[config.mk]
export PLATFORM = sky130hd
export DESIGN_NAME = abr_sync
export DESIGN_NICKNAME = d
export VERILOG_FILES = /design/src/rtl/abr_pkg.sv /design/src/rtl/abr_measure.sv /design/src/rtl/abr_rx.sv /design/src/rtl/abr_tx.sv /design/src/rtl/abr_sync.sv
export SDC_FILE = /design/constraint.sdc
export NUM_CORES = 1
export LEC_CHECK = 0
export ABC_AREA = 1
export BUFFER_PORTS_ARGS = -buffer_cell sky130_fd_sc_hd__buf_2
export CORE_MARGIN = 4
export CORE_UTILIZATION = 37
export CTS_CLUSTER_DIAMETER = 30
export DETAILED_ROUTE_END_ITERATION = 8
export SLEW_MARGIN = 20
export SYNTH_ARGS = -nofsm -noshare
export SYNTH_HDL_FRONTEND = slang
export SYNTH_SLANG_ARGS = --single-unit
export TNS_END_PERCENT = 30
[constraint.sdc]
create_clock -name clk -period 13.18 [get_ports clk]
set_clock_uncertainty 0.15 [all_clocks]
set_input_delay 3.954 -clock clk [delete_from_list [all_inputs] [get_ports clk]]
set_output_delay 3.954 -clock clk [all_outputs]
set_load 0.05 [all_outputs]
[src/rtl/abr_pkg.sv]
package abr_pkg;
  typedef enum logic [2:0] {ST_SYNC, ST_ACK, ST_CHK, ST_RESP, ST_DONE} abr_state_e;
  localparam logic [7:0] ACK_BYTE = 8'h00;
  localparam logic [7:0] CHK_BYTE = 8'h55;
  localparam logic [7:0] OK_BYTE  = 8'hE6;
  localparam logic [7:0] BAD_BYTE = 8'hFF;
endpackage

[src/rtl/abr_measure.sv]
module abr_measure #(
  parameter int BIT_W   = 16,
  parameter int MIN_BIT = 4,
  parameter int MAX_BIT = 4000
) (
  input  logic             clk,
  input  logic             rst,
  input  logic             en_i,
  input  logic             rx_i,
  output logic             valid_o,
  output logic             brk_o,
  output logic [BIT_W-1:0] bits_o
);
  localparam logic [BIT_W-1:0] MIN_L = BIT_W'(MIN_BIT);
  localparam logic [BIT_W-1:0] MAX_L = BIT_W'(MAX_BIT);

  typedef enum logic [1:0] {M_ARM, M_IDLE, M_LOW, M_BRK} m_state_e;
  m_state_e st;
  logic [3:0] sub;

  always_ff @(posedge clk) begin
    if (rst || !en_i) begin
      st      <= M_ARM;
      sub     <= '0;
      bits_o  <= '0;
      valid_o <= 1'b0;
      brk_o   <= 1'b0;
    end else begin
      valid_o <= 1'b0;
      brk_o   <= 1'b0;
      case (st)
        M_ARM:  if (rx_i) st <= M_IDLE;
        M_IDLE: if (!rx_i) begin
          st     <= M_LOW;
          sub    <= 4'd1;
          bits_o <= '0;
        end
        M_LOW: begin
          if (rx_i) begin
            st <= M_IDLE;
            if (bits_o >= MIN_L) valid_o <= 1'b1;
          end else if (sub == 4'd8) begin
            sub <= '0;
            if (bits_o == MAX_L) st <= M_BRK;
            else bits_o <= bits_o + 1'b1;
          end else begin
            sub <= sub + 1'b1;
          end
        end
        default: if (rx_i) begin
          st    <= M_IDLE;
          brk_o <= 1'b1;
        end
      endcase
    end
  end

  a_r4_len_in_range: assert property (@(posedge clk) disable iff (rst)
    valid_o |-> (bits_o >= MIN_L && bits_o <= MAX_L));
  a_r5_break_alone: assert property (@(posedge clk) disable iff (rst)
    brk_o |-> !valid_o);
endmodule

[src/rtl/abr_rx.sv]
module abr_rx #(
  parameter int BIT_W = 16
) (
  input  logic             clk,
  input  logic             rst,
  input  logic             en_i,
  input  logic             rx_i,
  input  logic [BIT_W-1:0] div_i,
  output logic             valid_o,
  output logic [7:0]       data_o,
  output logic             ferr_o
);
  typedef enum logic [2:0] {R_ARM, R_IDLE, R_START, R_DATA, R_STOP} r_state_e;
  r_state_e st;
  logic [BIT_W-1:0] cnt;
  logic [2:0]       nbit;
  logic [7:0]       shreg;

  always_ff @(posedge clk) begin
    if (rst || !en_i) begin
      st      <= R_ARM;
      cnt     <= '0;
      nbit    <= '0;
      shreg   <= '0;
      valid_o <= 1'b0;
      data_o  <= '0;
      ferr_o  <= 1'b0;
    end else begin
      valid_o <= 1'b0;
      case (st)
        R_ARM:  if (rx_i) st <= R_IDLE;
        R_IDLE: if (!rx_i) begin
          st  <= R_START;
          cnt <= (div_i >> 1) - 1'b1;
        end
        R_START: begin
          if (cnt == '0) begin
            if (rx_i) st <= R_IDLE;
            else begin
              st   <= R_DATA;
              cnt  <= div_i - 1'b1;
              nbit <= '0;
            end
          end else cnt <= cnt - 1'b1;
        end
        R_DATA: begin
          if (cnt == '0) begin
            shreg <= {rx_i, shreg[7:1]};
            cnt   <= div_i - 1'b1;
            nbit  <= nbit + 1'b1;
            if (nbit == 3'd7) st <= R_STOP;
          end else cnt <= cnt - 1'b1;
        end
        default: begin
          if (cnt == '0) begin
            valid_o <= 1'b1;
            data_o  <= shreg;
            ferr_o  <= !rx_i;
            st      <= R_ARM;
          end else cnt <= cnt - 1'b1;
        end
      endcase
    end
  end
endmodule

[src/rtl/abr_tx.sv]
module abr_tx #(
  parameter int BIT_W = 16
) (
  input  logic             clk,
  input  logic             rst,
  input  logic             start_i,
  input  logic [7:0]       data_i,
  input  logic [BIT_W-1:0] div_i,
  output logic             txd_o,
  output logic             busy_o
);
  logic [8:0]       shreg;
  logic [BIT_W-1:0] cnt;
  logic [3:0]       nleft;

  always_ff @(posedge clk) begin
    if (rst) begin
      txd_o  <= 1'b1;
      busy_o <= 1'b0;
      shreg  <= '1;
      cnt    <= '0;
      nleft  <= '0;
    end else if (!busy_o) begin
      if (start_i) begin
        txd_o  <= 1'b0;
        busy_o <= 1'b1;
        shreg  <= {1'b1, data_i};
        cnt    <= div_i - 1'b1;
        nleft  <= 4'd9;
      end
    end else if (cnt == '0) begin
      if (nleft == '0) begin
        busy_o <= 1'b0;
      end else begin
        txd_o <= shreg[0];
        shreg <= {1'b1, shreg[8:1]};
        nleft <= nleft - 1'b1;
        cnt   <= div_i - 1'b1;
      end
    end else begin
      cnt <= cnt - 1'b1;
    end
  end
endmodule

[src/rtl/abr_sync.sv]
module abr_sync #(
  parameter int BIT_W         = 16,
  parameter int MIN_BIT       = 4,
  parameter int MAX_BIT       = 4000,
  parameter int MAX_TRIES     = 30,
  parameter int TIMEOUT_BYTES = 20,
  parameter int TOL_SHIFT     = 5
) (
  input  logic             clk,
  input  logic             rst,
  input  logic             rxd_i,
  output logic             txd_o,
  output logic [BIT_W-1:0] div_o,
  output logic             done_o,
  output logic             err_o
);
  import abr_pkg::*;

  localparam int TO_BITS = TIMEOUT_BYTES * 10;
  localparam int TO_W    = BIT_W + $clog2(TO_BITS + 1);
  localparam int TR_W    = $clog2(MAX_TRIES + 1);

  abr_state_e st;
  logic rx_m, rx_s;
  logic m_valid, m_brk;
  logic [BIT_W-1:0] m_bits, prev, diff;
  logic have_prev, agree, meas_evt, last_try;
  logic [TR_W-1:0] tries;
  logic r_valid, r_ferr;
  logic [7:0] r_data;
  logic tx_go, tx_busy, tx_busy_q, tx_fin, resp_ok;
  logic [7:0] tx_byte;
  logic [TO_W-1:0] to_cnt, to_lim;

  always_ff @(posedge clk) begin
    if (rst) begin
      rx_m <= 1'b1;
      rx_s <= 1'b1;
      tx_busy_q <= 1'b0;
    end else begin
      rx_m <= rxd_i;
      rx_s <= rx_m;
      tx_busy_q <= tx_busy;
    end
  end

  abr_measure #(.BIT_W(BIT_W), .MIN_BIT(MIN_BIT), .MAX_BIT(MAX_BIT)) u_meas (
    .clk(clk), .rst(rst), .en_i(st == ST_SYNC), .rx_i(rx_s),
    .valid_o(m_valid), .brk_o(m_brk), .bits_o(m_bits));

  abr_rx #(.BIT_W(BIT_W)) u_rx (
    .clk(clk), .rst(rst), .en_i(st == ST_CHK), .rx_i(rx_s), .div_i(div_o),
    .valid_o(r_valid), .data_o(r_data), .ferr_o(r_ferr));

  abr_tx #(.BIT_W(BIT_W)) u_tx (
    .clk(clk), .rst(rst), .start_i(tx_go), .data_i(tx_byte), .div_i(div_o),
    .txd_o(txd_o), .busy_o(tx_busy));

  assign tx_fin   = tx_busy_q && !tx_busy;
  assign diff     = (m_bits > prev) ? (m_bits - prev) : (prev - m_bits);
  assign agree    = have_prev && (diff <= (prev >> TOL_SHIFT));
  assign meas_evt = m_brk || (m_valid && !agree);
  assign last_try = (tries == TR_W'(MAX_TRIES - 1));
  assign to_lim   = TO_W'(div_o) * TO_W'(TO_BITS);

  always_ff @(posedge clk) begin
    if (rst) begin
      st <= ST_SYNC;
      prev <= '0;
      have_prev <= 1'b0;
      tries <= '0;
      div_o <= '0;
      done_o <= 1'b0;
      err_o <= 1'b0;
      tx_go <= 1'b0;
      tx_byte <= '0;
      to_cnt <= '0;
      resp_ok <= 1'b0;
    end else begin
      tx_go <= 1'b0;
      case (st)
        ST_SYNC: begin
          if (m_valid && agree) begin
            div_o <= m_bits;
            err_o <= 1'b0;
            tries <= '0;
            have_prev <= 1'b0;
            tx_byte <= ACK_BYTE;
            tx_go <= 1'b1;
            st <= ST_ACK;
          end else if (meas_evt) begin
            prev <= m_bits;
            have_prev <= m_valid && !last_try;
            if (last_try) begin
              tries <= '0;
              err_o <= 1'b1;
            end else begin
              tries <= tries + 1'b1;
            end
          end
        end
        ST_ACK: if (tx_fin) begin
          st <= ST_CHK;
          to_cnt <= '0;
        end
        ST_CHK: begin
          if (r_valid) begin
            resp_ok <= !r_ferr && (r_data == CHK_BYTE);
            tx_byte <= (!r_ferr && (r_data == CHK_BYTE)) ? OK_BYTE : BAD_BYTE;
            tx_go <= 1'b1;
            st <= ST_RESP;
          end else if (to_cnt == to_lim - 1'b1) begin
            err_o <= 1'b1;
            st <= ST_SYNC;
          end else begin
            to_cnt <= to_cnt + 1'b1;
          end
        end
        ST_RESP: if (tx_fin) begin
          if (resp_ok) begin
            done_o <= 1'b1;
            st <= ST_DONE;
          end else begin
            err_o <= 1'b1;
            st <= ST_SYNC;
          end
        end
        default: st <= ST_DONE;
      endcase
    end
  end

  a_r7_done_holds: assert property (@(posedge clk) disable iff (rst)
    done_o |=> (done_o && $stable(div_o)));
  a_r11_never_both: assert property (@(posedge clk) disable iff (rst)
    !(done_o && err_o));
  a_r6_quiet_in_sync: assert property (@(posedge clk) disable iff (rst)
    (st == ST_SYNC) |-> txd_o);
  a_r9_tries_bound: assert property (@(posedge clk) disable iff (rst)
    tries < TR_W'(MAX_TRIES));
  a_r10_timer_bound: assert property (@(posedge clk) disable iff (rst)
    (st == ST_CHK) |-> (to_cnt < to_lim));
  a_r2_div_range: assert property (@(posedge clk) disable iff (rst)
    done_o |-> (div_o >= BIT_W'(MIN_BIT) && div_o <= BIT_W'(MAX_BIT)));
endmodule

==> metrics.md <==
| Metric | Value |
|---|---|
| Run status | `finished, final reports clean` |
| Worst min path class | `reg -> reg` |
| Initial antenna violation count | `0` |
| Fillers | `roughly 3,800` |
| Share of cells above drive strength 1 | `just over 7%` |
| Final wirelength | `about 38 mm` |
| CTS tree | `built` |
| GRT Overall Usage | `a little under a fifth` |
| Num CTS Buffers | `17` |
| Later-pin clock latency in the skew report | `450 ps` |
| Endpoints failing hold | `0` |
| DRC violations left | `0` |
| Post-synth top flop | `dfxtp_1` |
| Total gr overflow | `0` |
| Crit share post-route | `a little over two fifths` |
| I/O pin total | `22` |
| Most frequent cells in the layout | `403 x nand2_1, 271 x inv_1, 208 x nor2_1` |
| Commonest non-fill, non-tap cell in the layout | `nand2_1` |
| Worst rel slew slack | `approximately two fifths` |
| Crit-path leading delay family | `buffers and inverters` |
| First-pass GRT wire length | `between 60 and 70 mm` |
| Period minus WS final | `approximately 5700 ps` |
| Clk pin slew, worst setup/hold paths | `70 ps` |
| RSZ-0062 raised after global routing | `no` |
| Worst hold start | `rx_m$_SDFF_PP1_` |
| Launch point of the worst path | `rst` |
| Fraction of registers with async set/reset | `0%` |
| Worst flop-to-flop path startpoint | `u_meas.bits_o[6]$_SDFFE_PP0P_` |
| M1 GR Usage | `25.9%` |
| Post-route cell area | `0.0145 mm2` |
| Detailed Place HPWL | `~30 mm` |
| Setup TNS | `0 ps` |
| Synth Instances | `2,004` |
| Die height | `199 um` |
| Vias | `13,000` |
| CP startpoint kind | `input pin` |
| Number of flops mapped to enable cells by yosys | `0` |
| CP max stage cell | `nor2_1` |
| Seq/Total Area, Yosys | `between 20% and 30%` |
| Synth-to-Final Area Change | `7.89%` |
| Crit path kind | `in -> reg` |
| Post-CTS setup repair buffer count | `0` |
| Drt wl/cell | `15.3 um` |
| Worst path max stage delay | `460 ps` |
| Synthesized area | `between 0.01 and 0.015 mm2` |
| Setup-failing EPs final | `0` |
| Power Dens Cells | `106 mW/mm2` |
| Slew Limit Fails | `0` |
| Placed cell areas | `around 0.014 mm2` |
| Worst-Margin Slew | `between 900 and 1000 ps` |
| I/O Buffers | `21` |
| Post-route ant nets | `0` |
| Vias per cell | `approximately 5.2` |
| Buf/Inv on CP | `4` |
| FMAX | `~180 MHz` |
| Max Cap Violations | `0` |
| Global route hottest layer | `met2` |
| Core ar. | `around 0.036 mm2` |
| Worst Path Arrival | `5920 ps` |
| YS warnings | `0` |
| Crit. End Element | `flop` |
| Area of the multi-input gates | `a little under 0.009 mm2` |
| Vias in the first global route | `12,200` |
| Fin cells | `2,478` |
| Routability cong. | `~0.92` |
| CTS resizes | `0` |
| Drt first pass iters | `5` |
| Sink Count | `between 150 and 200` |
| Root Driver | `clkbuf_16` |
| Met3 usage | `under 10%` |
| Leakage Power | `6.84 nW` |
| FP Rows | `between 60 and 70` |
| DP Cell Count | `~2,400` |
| N_diodes | `0` |
| Number of synthesized register bits | `168` |
| 1st-iter DRT viols | `around 900` |
| Deepest clock path buffer count | `2` |
| Library cells used by synthesis | `65` |
| DIE WIDTH | `between 150 and 200 um` |
| Htree depth | `4` |
| Fin nets | `approximately 2,100` |
| Max VDD drop | `0.0000953 V` |
| GR Util met2 | `between 30% and 40%` |
| Worst Path Max Fanout | `52` |
| Initial Util | `37.6%` |
| DIE AREA | `just under 0.04 mm2` |
| Syn_nets | `2,148` |
| Number of hold buffers added after cts | `0` |
| Sequential Area | `approximately 0.0034 mm2` |
| Req. time, crit path | `between 10,000 and 15,000 ps` |
| Mean Syn Cell Area | `~6.7 um2` |
| Post-layout util | `about two fifths` |
| Crit path cell chain | `buf_2 -> buf_4 -> nor2_1 -> inv_1 -> nor2_1 -> inv_1 -> a21oi_1 -> o21a_1` |
| Largest net degree at the start of global routing | `53` |
==> flip-flops by register name (all words and copies together) (netlist names), 2 cells and up <==
name,cells
to_cnt,24
div_o,16
prev,16
u_meas.bits_o,16
u_rx.cnt,16
u_tx.cnt,16
u_rx.data_o,8
u_rx.shreg,8
u_tx.shreg,8
tries,5
u_meas.sub,4
u_tx.nleft,4
st,3
u_rx.nbit,3
u_rx.st,3
tx_byte,2
u_meas.st,2
==> layout make-up <==
cell class	instances	area share, %
well taps	461	3.98
repair buffers	26	0.983
clock inverters	13	0.828
clock buffers	19	3.05
multi-input cells	1498	60.4
inverters	293	7.61
flip-flops and latches	168	23.2
==> through the flow <==
step	hold slack [ps]	setup slack [ps]	power, mW
global placement	260	7180	1.05
detailed placement	268	7050	1.06
global route	302	7180	1.64
floorplan	239	7880	0.935
finish	290	7500	1.54
CTS	290	7500	1.55
==> per-layer routing <==
layer	part of all wire [%]	wire [um]
met5	0	0
met4	2.9	1090
met3	4.0	1520
met2	45	17000
met1	48	18400
==> cell families after synthesis <==
family,after synthesis,synth area share (%)
flip-flops,168,25.0
XOR/XNOR,84,5.47
AND/OR/NAND/NOR,880,28.8
adder cells (fa/ha/maj),141,13.8
AO/OA/AOI/OAI,389,16.7
multiplexers,4,0.298
buffers and inverters,338,9.86
==> power by group <==
group | leakage, nW | switching, mW | internal [mW] | total (mW)
Combinational | 5.21 | 0.332 | 0.185 | 0.517
Clock | 0.276 | 0.222 | 0.267 | 0.489
Sequential | 1.36 | 0.0112 | 0.521 | 0.533
==> synthesized netlist by cell type, types with 5 or more instances <==
library cell	count	share of area (%)
o21ai_0	124	4.6
a221oi_1	8	0.52
clkbuf_1	33	0.92
o21ai_1	10	0.37
inv_1	271	7.6
fa_1	13	1.9
nand2_1	403	11
inv_2	14	0.39
xnor2_1	21	1.4
nor4_1	19	0.88
nor2_2	10	0.47
xor2_1	63	4.1
nand2_2	28	1.3
ha_1	128	12
a211oi_1	13	0.73
nand3b_1	5	0.28
o211ai_1	8	0.45
clkinv_1	6	0.17
a31oi_1	12	0.56
a21oi_1	155	5.8
nor3_1	33	1.2
dfxtp_1	168	25
buf_2	5	0.19
a22oi_1	5	0.28
o22ai_1	5	0.23
nand3_1	116	4.3
nor2_1	208	5.8
a21oi_2	18	1.2
nand4_1	34	1.6
==> worst reg2reg max path: cells and delay by family, from the launching register on <==
kind	cells	cell delay, ps
buf+inv	2	240
flops	1	510
xor+xnor	1	180
simple gates	15	2130
compound gates	6	1420
fa+ha+maj	2	730
==> path summary, 6_finish.rpt <==
check | endpoint | slack, ps | cells past startpoint
setup / recovery | u_meas.bits_o[7]$_SDFFE_PP0P_ | 7500 | 8
hold / removal | rx_s$_SDFF_PP1_ | 290 | 1
setup reg to reg | prev[5]$_SDFFE_PP0P_ | 7700 | 26
hold reg to reg | rx_s$_SDFF_PP1_ | 290 | 1
Note: power is estimated with default switching activity, not from simulation.
